$ cat src/rtl/bus_steal_pkg.sv
// Shared definitions for the bus takeover handshake.
// Assumes: one bus cycle is two clock edges, video half first.
package bus_steal_pkg;
    typedef enum logic {
        HALF_VIDEO = 1'b0,
        HALF_CPU   = 1'b1
    } half_e;

    localparam int DEFAULT_LEAD  = 3;
    localparam int DEFAULT_CNT_W = 7;
endpackage

$ cat src/rtl/bst_phase.sv
// Half-cycle tracker: tells which half of the bus cycle is current and
// flags the edge that closes a bus cycle.
// Assumes: reset leaves the block in the video half.
module bst_phase
    import bus_steal_pkg::*;
(
    input  logic  clk,
    input  logic  rst_n,
    output half_e half_o,
    output logic  cycle_end_o
);
    half_e half_q;

    // Alternate halves on every edge; reset lands in the video half.
    always_ff @(posedge clk) begin
        if (!rst_n) half_q <= HALF_VIDEO;
        else        half_q <= (half_q == HALF_VIDEO) ? HALF_CPU : HALF_VIDEO;
    end

    assign half_o      = half_q;
    assign cycle_end_o = (half_q == HALF_CPU);

    assert_half_alternates_R2: assert property (@(posedge clk) disable iff (!rst_n)
        cycle_end_o |=> (half_o == HALF_VIDEO));
endmodule

$ cat src/rtl/bst_lead_pipe.sv
// Request lead pipeline: each request enters once per bus cycle and comes
// out LEAD+1 cycles later as a stolen cycle. Any bit still in flight keeps
// the warning line asserted, so adjacent requests merge.
// Assumes: shift_en pulses once per bus cycle.
module bst_lead_pipe #(
    parameter int LEAD = 3
) (
    input  logic clk,
    input  logic rst_n,
    input  logic shift_en,
    input  logic req_i,
    output logic warn_o,
    output logic stolen_o
);
    localparam int DEPTH = LEAD + 1;

    logic [DEPTH-1:0] stage_q;

    // Shift requests toward the stolen slot once per bus cycle.
    always_ff @(posedge clk) begin
        if (!rst_n)        stage_q <= '0;
        else if (shift_en) stage_q <= {stage_q[DEPTH-2:0], req_i};
    end

    assign warn_o   = |stage_q;
    assign stolen_o = stage_q[DEPTH-1];

    assert_req_warns_next_R3: assert property (@(posedge clk) disable iff (!rst_n)
        (shift_en && req_i) |=> warn_o);
    assert_steal_under_warn_R3: assert property (@(posedge clk) disable iff (!rst_n)
        stolen_o |-> warn_o);
    assert_release_after_steal_R4: assert property (@(posedge clk) disable iff (!rst_n)
        $fell(warn_o) |-> $past(stolen_o));
    assert_stolen_holds_cycle_R3: assert property (@(posedge clk) disable iff (!rst_n)
        !shift_en |=> $stable(stolen_o));
endmodule

$ cat src/rtl/bst_cpu_gate.sv
// Processor hold logic: writes may proceed during the warning, the first
// read freezes the processor, and the freeze lasts until the bus is free.
// Assumes: cpu_rd is steady through both halves of a cycle.
module bst_cpu_gate (
    input  logic clk,
    input  logic rst_n,
    input  logic cycle_end,
    input  logic warn,
    input  logic stolen,
    input  logic cpu_rd,
    output logic stall_o
);
    logic frozen_q;

    // Remember a read that hit the warning window; forget it once the bus is free.
    always_ff @(posedge clk) begin
        if (!rst_n)              frozen_q <= 1'b0;
        else if (cycle_end) begin
            if (!warn)           frozen_q <= 1'b0;
            else if (cpu_rd)     frozen_q <= 1'b1;
        end
    end

    // Hold the processor on a stolen cycle, a read, or a standing freeze.
    always_comb begin
        stall_o = warn && (stolen || cpu_rd || frozen_q);
    end

    assert_freeze_sticks_R8: assert property (@(posedge clk) disable iff (!rst_n)
        (frozen_q && warn) |-> stall_o);
    assert_free_bus_no_stall_R8: assert property (@(posedge clk) disable iff (!rst_n)
        !warn |-> !stall_o);
endmodule

$ cat src/rtl/bst_steal_count.sv
// Per-line stolen cycle counter with saturation.
// Assumes: line_start is held through the first bus cycle of a line.
module bst_steal_count #(
    parameter int CNT_W = 7
) (
    input  logic             clk,
    input  logic             rst_n,
    input  logic             cycle_end,
    input  logic             line_start,
    input  logic             stolen,
    output logic [CNT_W-1:0] count_o
);
    localparam logic [CNT_W-1:0] CNT_MAX = {CNT_W{1'b1}};

    logic [CNT_W-1:0] cnt_q;

    // Restart on a line start, otherwise add stolen cycles up to the ceiling.
    always_ff @(posedge clk) begin
        if (!rst_n)                       cnt_q <= '0;
        else if (cycle_end) begin
            if (line_start)               cnt_q <= stolen ? CNT_W'(1) : '0;
            else if (stolen && cnt_q != CNT_MAX)
                                          cnt_q <= cnt_q + 1'b1;
        end
    end

    assign count_o = cnt_q;

    assert_line_clears_R10: assert property (@(posedge clk) disable iff (!rst_n)
        (cycle_end && line_start && !stolen) |=> (count_o == '0));
    assert_saturates_R10: assert property (@(posedge clk) disable iff (!rst_n)
        (cycle_end && !line_start && count_o == CNT_MAX) |=> (count_o == CNT_MAX));
    assert_idle_keeps_R10: assert property (@(posedge clk) disable iff (!rst_n)
        (!line_start && !stolen) |=> $stable(count_o));
endmodule

$ cat src/rtl/bus_steal_ctrl.sv
// Bus takeover handshake for the video fetch sequencer. It announces each
// claim LEAD cycles ahead on bus_avail, withholds the processor address
// enable in claimed cycles, stalls the processor on its first read during
// the warning, and counts stolen cycles per line.
// Assumes: steal_req, line_start and cpu_rd change only at cycle start.
module bus_steal_ctrl
    import bus_steal_pkg::*;
#(
    parameter int LEAD  = DEFAULT_LEAD,
    parameter int CNT_W = DEFAULT_CNT_W
) (
    input  logic             clk,
    input  logic             rst_n,
    input  logic             steal_req,
    input  logic             line_start,
    input  logic             cpu_rd,
    output logic             bus_avail,
    output logic             cpu_ready,
    output logic             cpu_addr_en,
    output logic             cpu_stall,
    output logic             cpu_half,
    output logic [CNT_W-1:0] steal_count
);
    half_e half;
    logic  cycle_end;
    logic  warn;
    logic  stolen;

    bst_phase u_phase (
        .clk         (clk),
        .rst_n       (rst_n),
        .half_o      (half),
        .cycle_end_o (cycle_end)
    );

    bst_lead_pipe #(.LEAD(LEAD)) u_pipe (
        .clk      (clk),
        .rst_n    (rst_n),
        .shift_en (cycle_end),
        .req_i    (steal_req),
        .warn_o   (warn),
        .stolen_o (stolen)
    );

    bst_cpu_gate u_gate (
        .clk       (clk),
        .rst_n     (rst_n),
        .cycle_end (cycle_end),
        .warn      (warn),
        .stolen    (stolen),
        .cpu_rd    (cpu_rd),
        .stall_o   (cpu_stall)
    );

    bst_steal_count #(.CNT_W(CNT_W)) u_count (
        .clk        (clk),
        .rst_n      (rst_n),
        .cycle_end  (cycle_end),
        .line_start (line_start),
        .stolen     (stolen),
        .count_o    (steal_count)
    );

    // Drive the handshake pins: processor owns only its own unclaimed half.
    always_comb begin
        bus_avail   = !warn;
        cpu_ready   = !warn;
        cpu_addr_en = (half == HALF_CPU) && !stolen;
        cpu_half    = (half == HALF_CPU);
    end

    assert_video_half_owned_R2: assert property (@(posedge clk) disable iff (!rst_n)
        !cpu_half |-> !cpu_addr_en);
    assert_stolen_stalls_R9: assert property (@(posedge clk) disable iff (!rst_n)
        (cpu_half && !cpu_addr_en) |-> cpu_stall);
    assert_ready_tracks_ba_R7: assert property (@(posedge clk) disable iff (!rst_n)
        $rose(bus_avail) |-> cpu_ready);
endmodule

$ cat config.mk
export PLATFORM = sky130hd
export DESIGN_NAME = bus_steal_ctrl
export DESIGN_NICKNAME = d
export VERILOG_FILES = /design/src/rtl/bus_steal_pkg.sv /design/src/rtl/bst_phase.sv /design/src/rtl/bst_lead_pipe.sv /design/src/rtl/bst_cpu_gate.sv /design/src/rtl/bst_steal_count.sv /design/src/rtl/bus_steal_ctrl.sv
export SDC_FILE = /design/constraint.sdc
export NUM_CORES = 1
export LEC_CHECK = 0
export BUFFER_PORTS_ARGS = -buffer_cell sky130_fd_sc_hd__buf_2
export CAP_MARGIN = 20
export CORE_MARGIN = 1.5
export CORE_UTILIZATION = 44
export DETAILED_ROUTE_END_ITERATION = 7
export HOLD_SLACK_MARGIN = 0.12
export PLACE_DENSITY = 0.73
export SLEW_MARGIN = 20
export SYNTH_ARGS = -nofsm -noshare
export SYNTH_HDL_FRONTEND = slang
export SYNTH_SLANG_ARGS = --single-unit
$ cat constraint.sdc
create_clock -name clk -period 1.6 [get_ports clk]
set_input_delay 0.16 -clock clk [delete_from_list [all_inputs] [get_ports clk]]
set_output_delay 0.16 -clock clk [all_outputs]
set_load 0.03 [all_outputs]
### Yosys cells after proc, flatten, opt, wreduce, memory -nomap -nowiden

Cells that the tools add are included.

| cells by class | value |
|---|---|
| equality and inequality tests | 2 |
| multiplexer cells | 6 |
| reduce and logical (&&, ||, !) cells | 11 |
| add/sub/neg operators | 1 |

Operators by type and width:

| operator | count |
|---|---|
| $mux 7 | 2 |
| $add 7x1->7 const B | 1 |
| $ne 7x7->1 const B | 1 |
| $mux 1 | 4 |
| $reduce_and 2->1 | 2 |
| $reduce_or 4->1 | 1 |
| $logic_and 1x1->1 | 3 |
| $logic_not 1->1 | 2 |
| $logic_or 1x1->1 | 2 |
| $ne 2x2->1 const B | 1 |
| $reduce_bool 2->1 | 1 |

| storage, ports and cells | value |
|---|---|
| register bits after elaboration | 13 |
| word-level logic and storage cells | 24 |
| bits of input ports | 5 |
| output and inout port bits | 12 |

### Logic depth before layout (Yosys ltp)

Gate-level depths: netlist of the first run.

| depth | value |
|---|---|
| depth in word-level cells | 4 |
| depth in mapped cells | 6 |

### Hierarchy

A second synthesis of the first run with hierarchy kept.

| unflattened totals | value |
|---|---|
| cell total of the unflattened synthesis | 69 |
| area, all modules | 668.1 µm² |

By module, submodules not included:

| module | area each (µm²) | times used | cells an instance |
|---|---|---|---|
| bst_steal_count | 391.6 | 1 | 44 |
| bst_lead_pipe | 157.7 | 1 | 14 |
| bst_cpu_gate | 52.6 | 1 | 5 |
| bst_phase | 41.3 | 1 | 3 |
| bus_steal_ctrl | 25.0 | 1 | 3 |

### Worst setup path before layout of the first run

No wires, ideal clock.

| timing | value |
|---|---|
| path kind | register -> output |
| from | register u_pipe.stage_q[1] |
| to | output port cpu_stall |
| arrival time | 1.944 ns |
| setup slack | -0.504 ns |
| data required time | 1.440 ns |
| stages on the path, launching flop included | 3 |
| cells stage by stage | dfxtp_1 nor4_1 nor2_1 |

| between the ends | value |
|---|---|
| longest elaborated chain between the ends | 2 |

RTL lines:

| what | line | source |
|---|---|---|
| start, declared | bst_lead_pipe.sv:17 | `logic [DEPTH-1:0] stage_q;` |
| start signal, assigned | bst_lead_pipe.sv:22 | `else if (shift_en) stage_q <= {stage_q[DEPTH-2:0], req_i};` |
| $reduce_or 4->1 | bst_lead_pipe.sv:25 | `assign warn_o = \|stage_q;` |
| $logic_and 1x1->1 | bst_cpu_gate.sv:26 | `stall_o = warn && (stolen \|\| cpu_rd \|\| frozen_q);` |
| end, declared | bus_steal_ctrl.sv:20 | `output logic cpu_stall,` |

No other way between the ends.

### Worst setup path after layout of the first run

| timing | value |
|---|---|
| from | register u_count.cnt_q[0], in the netlist u_count.count_o[0] |
| to | register u_count.cnt_q[5], in the netlist u_count.count_o[5] |

| between the ends | value |
|---|---|
| longest elaborated chain between the ends | 4 |

RTL lines:

| what | line | source |
|---|---|---|
| start, declared | bst_steal_count.sv:15 | `logic [CNT_W-1:0] cnt_q;` |
| start signal, assigned | bst_steal_count.sv:21 | `if (line_start) cnt_q <= stolen ? CNT_W'(1) : '0;` |
| start signal, assigned | bst_steal_count.sv:23 | `cnt_q <= cnt_q + 1'b1;` |
| branches (longest 4 deep; another with $add 7x1->7) | - |  |

Several ways; the timed one is not identified. The select of a mux whose other input is x is not followed.
A chain may end at the register's enable or synchronous reset.

==> reports/qor.yml, run 1 <==
vias: 604
dieHeight_um: 40.6
crit_fanout: 6
syn_to_final_growth_pct: 30.4
drt_pass1_iterations: 4
grt_overflow: 0
yosys.cell_types.count: 30
grt_pass1_wl_um: 1860
post_cts_buffers: 0
worstSetupStartpointType: "register"
outcome: "complete, no violations"
wl_per_cell_um: 12.7
rows: 13
synth_edf_count: 0
drc: 0
n_fill_cell: 122
final_common_cell: "buf_2"
synth_nets: 74
relSlewSlack: 0.722
max-vdd-ir-drop_mv: 0.682
cts-root-buf: "clkbuf_4"
groute.usage.overall: 0.175
worst_clock_skew_ns: 0.00978
fin_crit_sh: 0.952
dieWidth_um: 40.6
maxCapViolations: 0
clock_sinks: 13
worst-slew-pin-transition_ns: 0.416
port_buffers: 16
leakagePower_nw: 0.324
core-area_mm2: 0.00130
final_util: 0.623
required_ns: 1.81
fmax_mhz: 657
antenna_found_initial: 0
clock_path_buffers: 2
numCtsBuffers: 3
ant_nets: 0
fin_nets: 98
syn_area_um2: 622
grt_setup_unrepaired: "yes"
seq_area_um2: 265
synth_cells: 68
first_iter_violations: 6
setup_viol: 0
report.final.slew_viol_count: 0
synth_flop_cell: "dfxtp_1"
power.density_mw_per_mm2: 789
crit_arrival_ns: 1.73
final_area_um2: 811
hp-class: "input port to register"
insertion_delay_ns: 0.28
pin_count: 17
place.gp.congestion: 0.690
async_flop_share: 0
cts_tree: "yes"
multiInputGateArea_um2: 364
avgSynthCellArea_um2: 9.14
ys_ff_latch: 13
routed_wl_um: 1340
critPathCaptureType: "register"
crit_type: "register to register"
seq_area_frac_synth: 0.419
postPlaceCellArea_um2: 742
grt_max_degree: 14
yosys_warnings: 0
antenna_cells: 0
layout_common_cells: "buf_2, dfxtp_1, nor2_1, a21oi_1, buf_4"
hold_viol_final: 0
dpl.hpwl_um: 898
first_global_vias: 444
start_util: 0.478
viasPerCell: 5.70
dieArea_mm2: 0.00165
drive_above_1_share: 0.374
clkTransAtPathRegs_ns: 0.09
period_minus_slack_ns: 1.52
cts_max_level: 1
flip-flops by register name (all words and copies together), names as in the netlist:
| register | count |
|---|---|
| u_count.count_o | 7 |
| u_pipe.stage_q | 4 |
| u_gate.frozen_q | 1 |
| u_phase.cycle_end_o | 1 |
timing repair:
action	4_1_cts	5_1_grt
hold buffers	0	0
endpoints found under the setup margin	0	3
endpoints found under the hold margin	0	0
resized for setup	0	3
cell type report:
class | instances | share of cell area
Clock buffer | 4 | 0.0324
Tap cell | 15 | 0.0231
Sequential cell | 13 | 0.327
Inverter | 1 | 0.00463
Multi-Input combinational cell | 50 | 0.449
Timing Repair Buffer | 23 | 0.164
logic make-up (layout without fill, tap and decap cells):
group                    count (synthesis)  after routing  synth area share
flip-flops                              13             13             0.419
AND/OR/NAND/NOR                         27             27             0.250
multiplexers                             4              4            0.0644
buffers and inverters                    6             28            0.0785
AO/OA/AOI/OAI                           17             18             0.169
adder cells (fa/ha/maj)                  1              1            0.0201
cell usage after synthesis, types with 2 or more instances:
cell     number  share of area
a21oi_1       7          0.056
dfxtp_1      13           0.42
o21ai_1       3          0.024
a31oi_1       3          0.030
mux2i_1       4          0.064
or4b_1        2          0.032
or4_1         2          0.024
nor2_1        9          0.054
nand2_1       3          0.018
nor3_1        2          0.016
routing by layer:
| layer | track usage | vias to the layer above | share of wire |
|---|---|---|---|
| met5 | 0 | - | 0 |
| met4 | 0.0750 | 0 | 0.016 |
| met3 | 0.0667 | 2 | 0.065 |
| met2 | 0.274 | 24 | 0.46 |
| met1 | 0.211 | 276 | 0.46 |
| li1 | - | 302 | - |
worst max-delay path, cell delays in order, from the launching register on:
cell      delay, ns
dfxtp_4        0.36
ha_2           0.21
nand3_4        0.12
o221ai_4       0.13
or4_1          0.49
a21oi_1        0.14
through the flow:
| step | hold WS, ns | worst slack (ns) | TNS (ns) | total power, W | cells |
|---|---|---|---|---|---|
| floorplan | 0.307 | -0.00333 | -0.00333 | 0.000410 | 68 |
| global placement | 0.397 | 0.0604 | 0 | 0.000428 | 101 |
| detailed placement | 0.414 | 0.0427 | 0 | 0.000429 | 101 |
| CTS | 0.122 | 0.00850 | 0 | 0.000640 | 105 |
| global route | 0.143 | -0.00753 | -0.00753 | 0.000667 | 106 |
| finish | 0.125 | 0.0771 | 0 | 0.000640 | 106 |
where the power goes:
group          internal (W)  switching [W]
combinational     0.0000345      0.0000577
clock             0.0000968       0.000113
sequential         0.000329     0.00000782
total              0.000461       0.000179
worst paths after layout:
| kind | slack, ns | cells after the start | start | to |
|---|---|---|---|---|
| max | 0.08 | 5 | u_count.count_o[0]$_SDFFE_PN0P_ | u_count.count_o[5]$_SDFFE_PN0P_ |
| min | 0.13 | 3 | steal_req | u_pipe.stage_q[0]$_SDFFE_PN0P_ |
| max reg2reg | 0.08 | 5 | u_count.count_o[0]$_SDFFE_PN0P_ | u_count.count_o[5]$_SDFFE_PN0P_ |
| min reg2reg | 0.47 | 2 | u_count.count_o[1]$_SDFFE_PN0P_ | u_count.count_o[1]$_SDFFE_PN0P_ |
(Power assumes the default switching activity.)
==> run 2, diff against run 1 <==
ABC_AREA = 1   (was default)
CORE_UTILIZATION = 45   (was 44)
PLACE_DENSITY = 0.69   (was 0.73)
==> run 2 against run 1 <==
Clock power decreased by 8%; cell count increased by 37%; critical endpoint is now u_count.count_o[3]$_SDFFE_PN0P_; non-clock buffer count decreased by 3; worst setup slack improved by 0.10 ns; wire length increased by 16%; utilization decreased by 6.1 points; synthesized area increased by 14%; highest routed layer unchanged; sequential cell count unchanged.
==> reports/qor.yml, run 2 <==
port_buffers: 16
grt_overflow: 0
routed_wl_um: 1560
seq_area_frac_synth: 0.368
drt_pass1_iterations: 4
yosys_warnings: 0
dieHeight_um: 42.6
critPathCaptureType: "register"
numCtsBuffers: 3
period_minus_slack_ns: 1.42
outcome: "complete, no violations"
maxCapViolations: 0
ys_top_cells_by_count: "nand2_1, nor2_1, dfxtp_1"
leakagePower_nw: 0.412
grt_pass1_wl_um: 2710
pin_count: 17
synth_nets: 116
hold_viol_final: 0
drive_above_1_share: 0.209
worst_clock_skew_ns: 0.00259
hp-class: "input port to register"
fin_crit_sh: 0.887
rr_worst_depth: 9
ant_nets: 0
use_met1: 0.253
final.setup.tns_ns: 0
synth_cells: 110
insertion_delay_ns: 0.27
power.density_mw_per_mm2: 866
drc: 0
start_util: 0.475
crit_type: "register to register"
clkTransAtPathRegs_ns: 0.07
max-vdd-ir-drop_mv: 0.569
met3_usage: 0.0129
hold-path-cell-count: 3
crit_arrival_ns: 1.62
clock_sinks: 13
first_global_vias: 644
crit_fanout: 12
largest_reg_flops: 7
synth.most_common_cell: "nand2_1"
rows: 14
layout_common_cells: "nor2_1, nand2_1, buf_2, inv_1, dfxtp_1"
async_flop_share: 0
cts_tree: "yes"
fin_nets: 136
dpl.hpwl_um: 1170
groute.usage.overall: 0.196
place.gp.congestion: 0.798
syn_to_final_growth_pct: 18.4
ys_ff_latch: 13
worst-slew-pin-transition_ns: 0.267
clock_path_buffers: 2
viasPerCell: 5.07
grt_max_degree: 13
antenna_cells: 0
syn_area_um2: 707
first_iter_violations: 10
worstSetupStartpointType: "register"
antenna_found_initial: 0
report.final.slew_viol_count: 0
ys_top_cells_by_area: "dfxtp_1, nand2_1, nor2_1"
required_ns: 1.80
avgSynthCellArea_um2: 6.43
yosys.cell_types.count: 19
vias: 735
core-area_mm2: 0.00149
dieWidth_um: 42.6
synth_top_area_cell: "dfxtp_1"
final_util: 0.562
dieArea_mm2: 0.00182
grt.busiest_layer: "met2"
wl_per_cell_um: 10.8
relSlewSlack: 0.822
synth_top_area_frac: 0.368
cts-root-buf: "clkbuf_4"
synth_flop_cell: "dfxtp_1"
synth_edf_count: 0
setup_viol: 0
grt_setup_unrepaired: "no"
cts_max_level: 1
fmax_mhz: 704
grt_util_met2: 0.318
run 2: timing repair:
action / in CTS / in global routing
buffers inserted: 0 / 0
setup endpoints to repair: 0 / 3
hold endpoints to repair: 1 / 0
hold buffers: 1 / 0
resized for setup: 0 / 2
run 2: final cells by class:
type,count,area (um^2)
flip-flops and latches,13,262
inverters,12,45.0
repair buffers,20,113
multi-input cells,80,372
well taps,16,20.0
fillers,162,652
clock buffers,4,26.3
run 2: critical path: stages, from the launching register on:
cell	delay (ns)
dfxtp_2	0.39
ha_1	0.22
nand3_2	0.11
inv_1	0.07
nand2_1	0.04
nand2_1	0.06
nand2_2	0.15
nand2_2	0.12
nand2_1	0.06
a21oi_1	0.13
run 2: worst paths after layout:
path	startpoint	to	slack, ns
max	u_count.count_o[0]$_SDFFE_PN0P_	u_count.count_o[3]$_SDFFE_PN0P_	0.18
min	rst_n	u_count.count_o[0]$_SDFFE_PN0P_	0.19
max reg2reg	u_count.count_o[0]$_SDFFE_PN0P_	u_count.count_o[3]$_SDFFE_PN0P_	0.18
min reg2reg	u_pipe.stage_q[1]$_SDFFE_PN0P_	u_pipe.stage_q[2]$_SDFFE_PN0P_	0.51
run 2: power by group:
group          switching [W]  internal [W]  leakage, nW
clock              0.0000965     0.0000964       0.0150
sequential         0.0000192      0.000342        0.107
combinational       0.000115     0.0000554        0.290
total               0.000231      0.000494        0.412
run 2: routing by layer:
metal,share of wire,up-vias
met5,0,-
met3,0.035,2
met1,0.47,328
met4,0.0064,0
li1,-,387
met2,0.49,18
run 2: metrics by stage:
stage | hold WS, ns | setup slack, ns | cell area, um^2 | std cells | total power [W]
floorplan | 0.295 | 0.0339 | 707 | 110 | 0.000496
CTS | 0.182 | 0.0847 | 833 | 145 | 0.000733
global placement | 0.381 | 0.196 | 797 | 140 | 0.000534
global route | 0.181 | 0.0275 | 837 | 145 | 0.000773
detailed placement | 0.394 | 0.109 | 797 | 140 | 0.000535
finish | 0.188 | 0.180 | 837 | 145 | 0.000725
run 2: logic make-up after synthesis:
group           after synthesis  share of synthesized area
fa+ha+maj                     1                     0.0177
buf+inv                      17                      0.110
compound gates               16                      0.124
flops                        13                      0.368
simple gates                 63                      0.381
==> run 3, diff against run 2 <==
PLACE_DENSITY = 0.72   (was 0.69)
==> run 3 against run 2 <==
Sequential cell count unchanged; hold slack worse by 0.0095 ns; critical path type unchanged; sequential share of layout area up 0.38 points; largest cell class unchanged; via count down 0.54%.
==> reports/qor.yml, run 3 (synthesis gave the netlist of run 2 again) <==
ant_nets: 0
cts_tree: "yes"
hp-class: "input port to register"
core-area_mm2: 0.00149
leakagePower_nw: 0.407
groute.usage.overall: 0.175
n_fill_cell: 164
grt_overflow: 0
clock_sinks: 13
antenna_found_initial: 0
final_area_um2: 827
dieWidth_um: 42.6
met3_length_um: 63
max-vdd-ir-drop_mv: 0.578
drc: 0
final.setup.tns_ns: 0
first_global_vias: 575
post_cts_buffers: 0
maxCapViolations: 0
port_buffers: 16
crit_type: "register to register"
wl_per_cell_um: 10.2
start_util: 0.475
report.final.slew_viol_count: 0
dieArea_mm2: 0.00182
worst_clock_skew_ns: 0.00304
required_ns: 1.80
clock_path_buffers: 2
fmax_mhz: 705
numCtsBuffers: 3
hold_viol_final: 0
layout_common_cells: "nand2_1, nor2_1, buf_2, inv_1, dfxtp_1"
pin_count: 17
setup_viol: 0
grt_setup_unrepaired: "no"
period_minus_slack_ns: 1.42
worstSetupStartpointType: "register"
syn_to_final_growth_pct: 17.0
crit_arrival_ns: 1.62
clkTransAtPathRegs_ns: 0.08
first_iter_violations: 13
drt-met1-wl_um: 670
fin_hold_ws_ns: 0.179
antenna_cells: 0
grt_pass1_wl_um: 2380
cts_max_level: 1
dpl.hpwl_um: 1090
routed_wl_um: 1470
fin_nets: 135
cts-root-buf: "clkbuf_4"
power.density_mw_per_mm2: 877
final_common_cell: "nand2_1"
grt_max_degree: 13
wl_met2_um: 723
postPlaceCellArea_um2: 790
fin_crit_sh: 0.886
crit_fanout: 12
rows: 14
worst-slew-pin-transition_ns: 0.291
critPathCaptureType: "register"
insertion_delay_ns: 0.27
outcome: "complete, no violations"
drive_above_1_share: 0.195
largest_reg_flops: 7
highest_layer: "met4"
relSlewSlack: 0.806
drt_pass1_iterations: 5
vias: 731
place.gp.congestion: 0.855
dieHeight_um: 42.6
viasPerCell: 5.08
-- run 3: cell count changes in the layout (fill, tap and decap cells not counted), sizes merged --
| cell | previous run | this run |
|---|---|---|
| buf | 19 | 18 |
-- run 3: timing repair --
action,CTS,global route
hold buffers,1,0
hold endpoints to repair,1,0
resized for setup,0,1
setup endpoints to repair,0,4
-- run 3: critical path, stage by stage (launching register included) --
cell and delay, ns:
dfxtp_2 0.38, ha_1 0.23, nand3_2 0.10, inv_1 0.07
nand2_1 0.04, nand2_1 0.06, nand2_2 0.14, nand2_1 0.13
nand2_1 0.06, a21oi_1 0.13
-- run 3: cell type report --
| type | instances | area (um^2) | share of cell area |
|---|---|---|---|
| flip-flops and latches | 13 | 262 | 0.316 |
| repair buffers | 19 | 105 | 0.127 |
| multi-input cells | 80 | 369 | 0.446 |
| inverters | 12 | 45.0 | 0.0545 |
| well taps | 16 | 20.0 | 0.0242 |
| clock buffers | 4 | 26.3 | 0.0318 |
-- run 3: per-stage QoR --
step / instances / power [W] / utilization / setup slack [ns]
2_1_floorplan: 110 / 0.000496 / - / 0.0339
3_3_place_gp: 139 / 0.000530 / 0.530 / 0.171
3_5_place_dp: 139 / 0.000531 / 0.530 / 0.105
4_1_cts: 144 / 0.000730 / 0.555 / 0.0914
5_1_grt: 144 / 0.000768 / 0.555 / 0.00487
6_report: 144 / 0.000726 / 0.555 / 0.182
-- run 3: worst paths after layout --
kind | start | end | slack (ns) | cells past startpoint
setup / recovery | u_count.count_o[0]$_SDFFE_PN0P_ | u_count.count_o[2]$_SDFFE_PN0P_ | 0.18 | 9
hold / removal | rst_n | u_count.count_o[0]$_SDFFE_PN0P_ | 0.18 | 3
hold reg to reg | u_pipe.stage_q[2]$_SDFFE_PN0P_ | u_pipe.stage_q[3]$_SDFFE_PN0P_ | 0.50 | 2
setup reg to reg | u_count.count_o[0]$_SDFFE_PN0P_ | u_count.count_o[2]$_SDFFE_PN0P_ | 0.18 | 9
-- run 3: power by group --
| part | internal (W) | total, W | leakage, nW | switching [W] |
|---|---|---|---|---|
| registers | 0.000342 | 0.000363 | 0.107 | 0.0000204 |
| clock network | 0.0000965 | 0.000200 | 0.0150 | 0.000104 |
| logic | 0.0000529 | 0.000162 | 0.285 | 0.000110 |
| total | 0.000492 | 0.000726 | 0.407 | 0.000234 |
-- run 3: metal layers --
layer / vias up / track usage
li1: 386 / -
met1: 322 / 0.212
met2: 21 / 0.294
met3: 2 / 0.0129
met4: 0 / 0.113
met5: - / 0
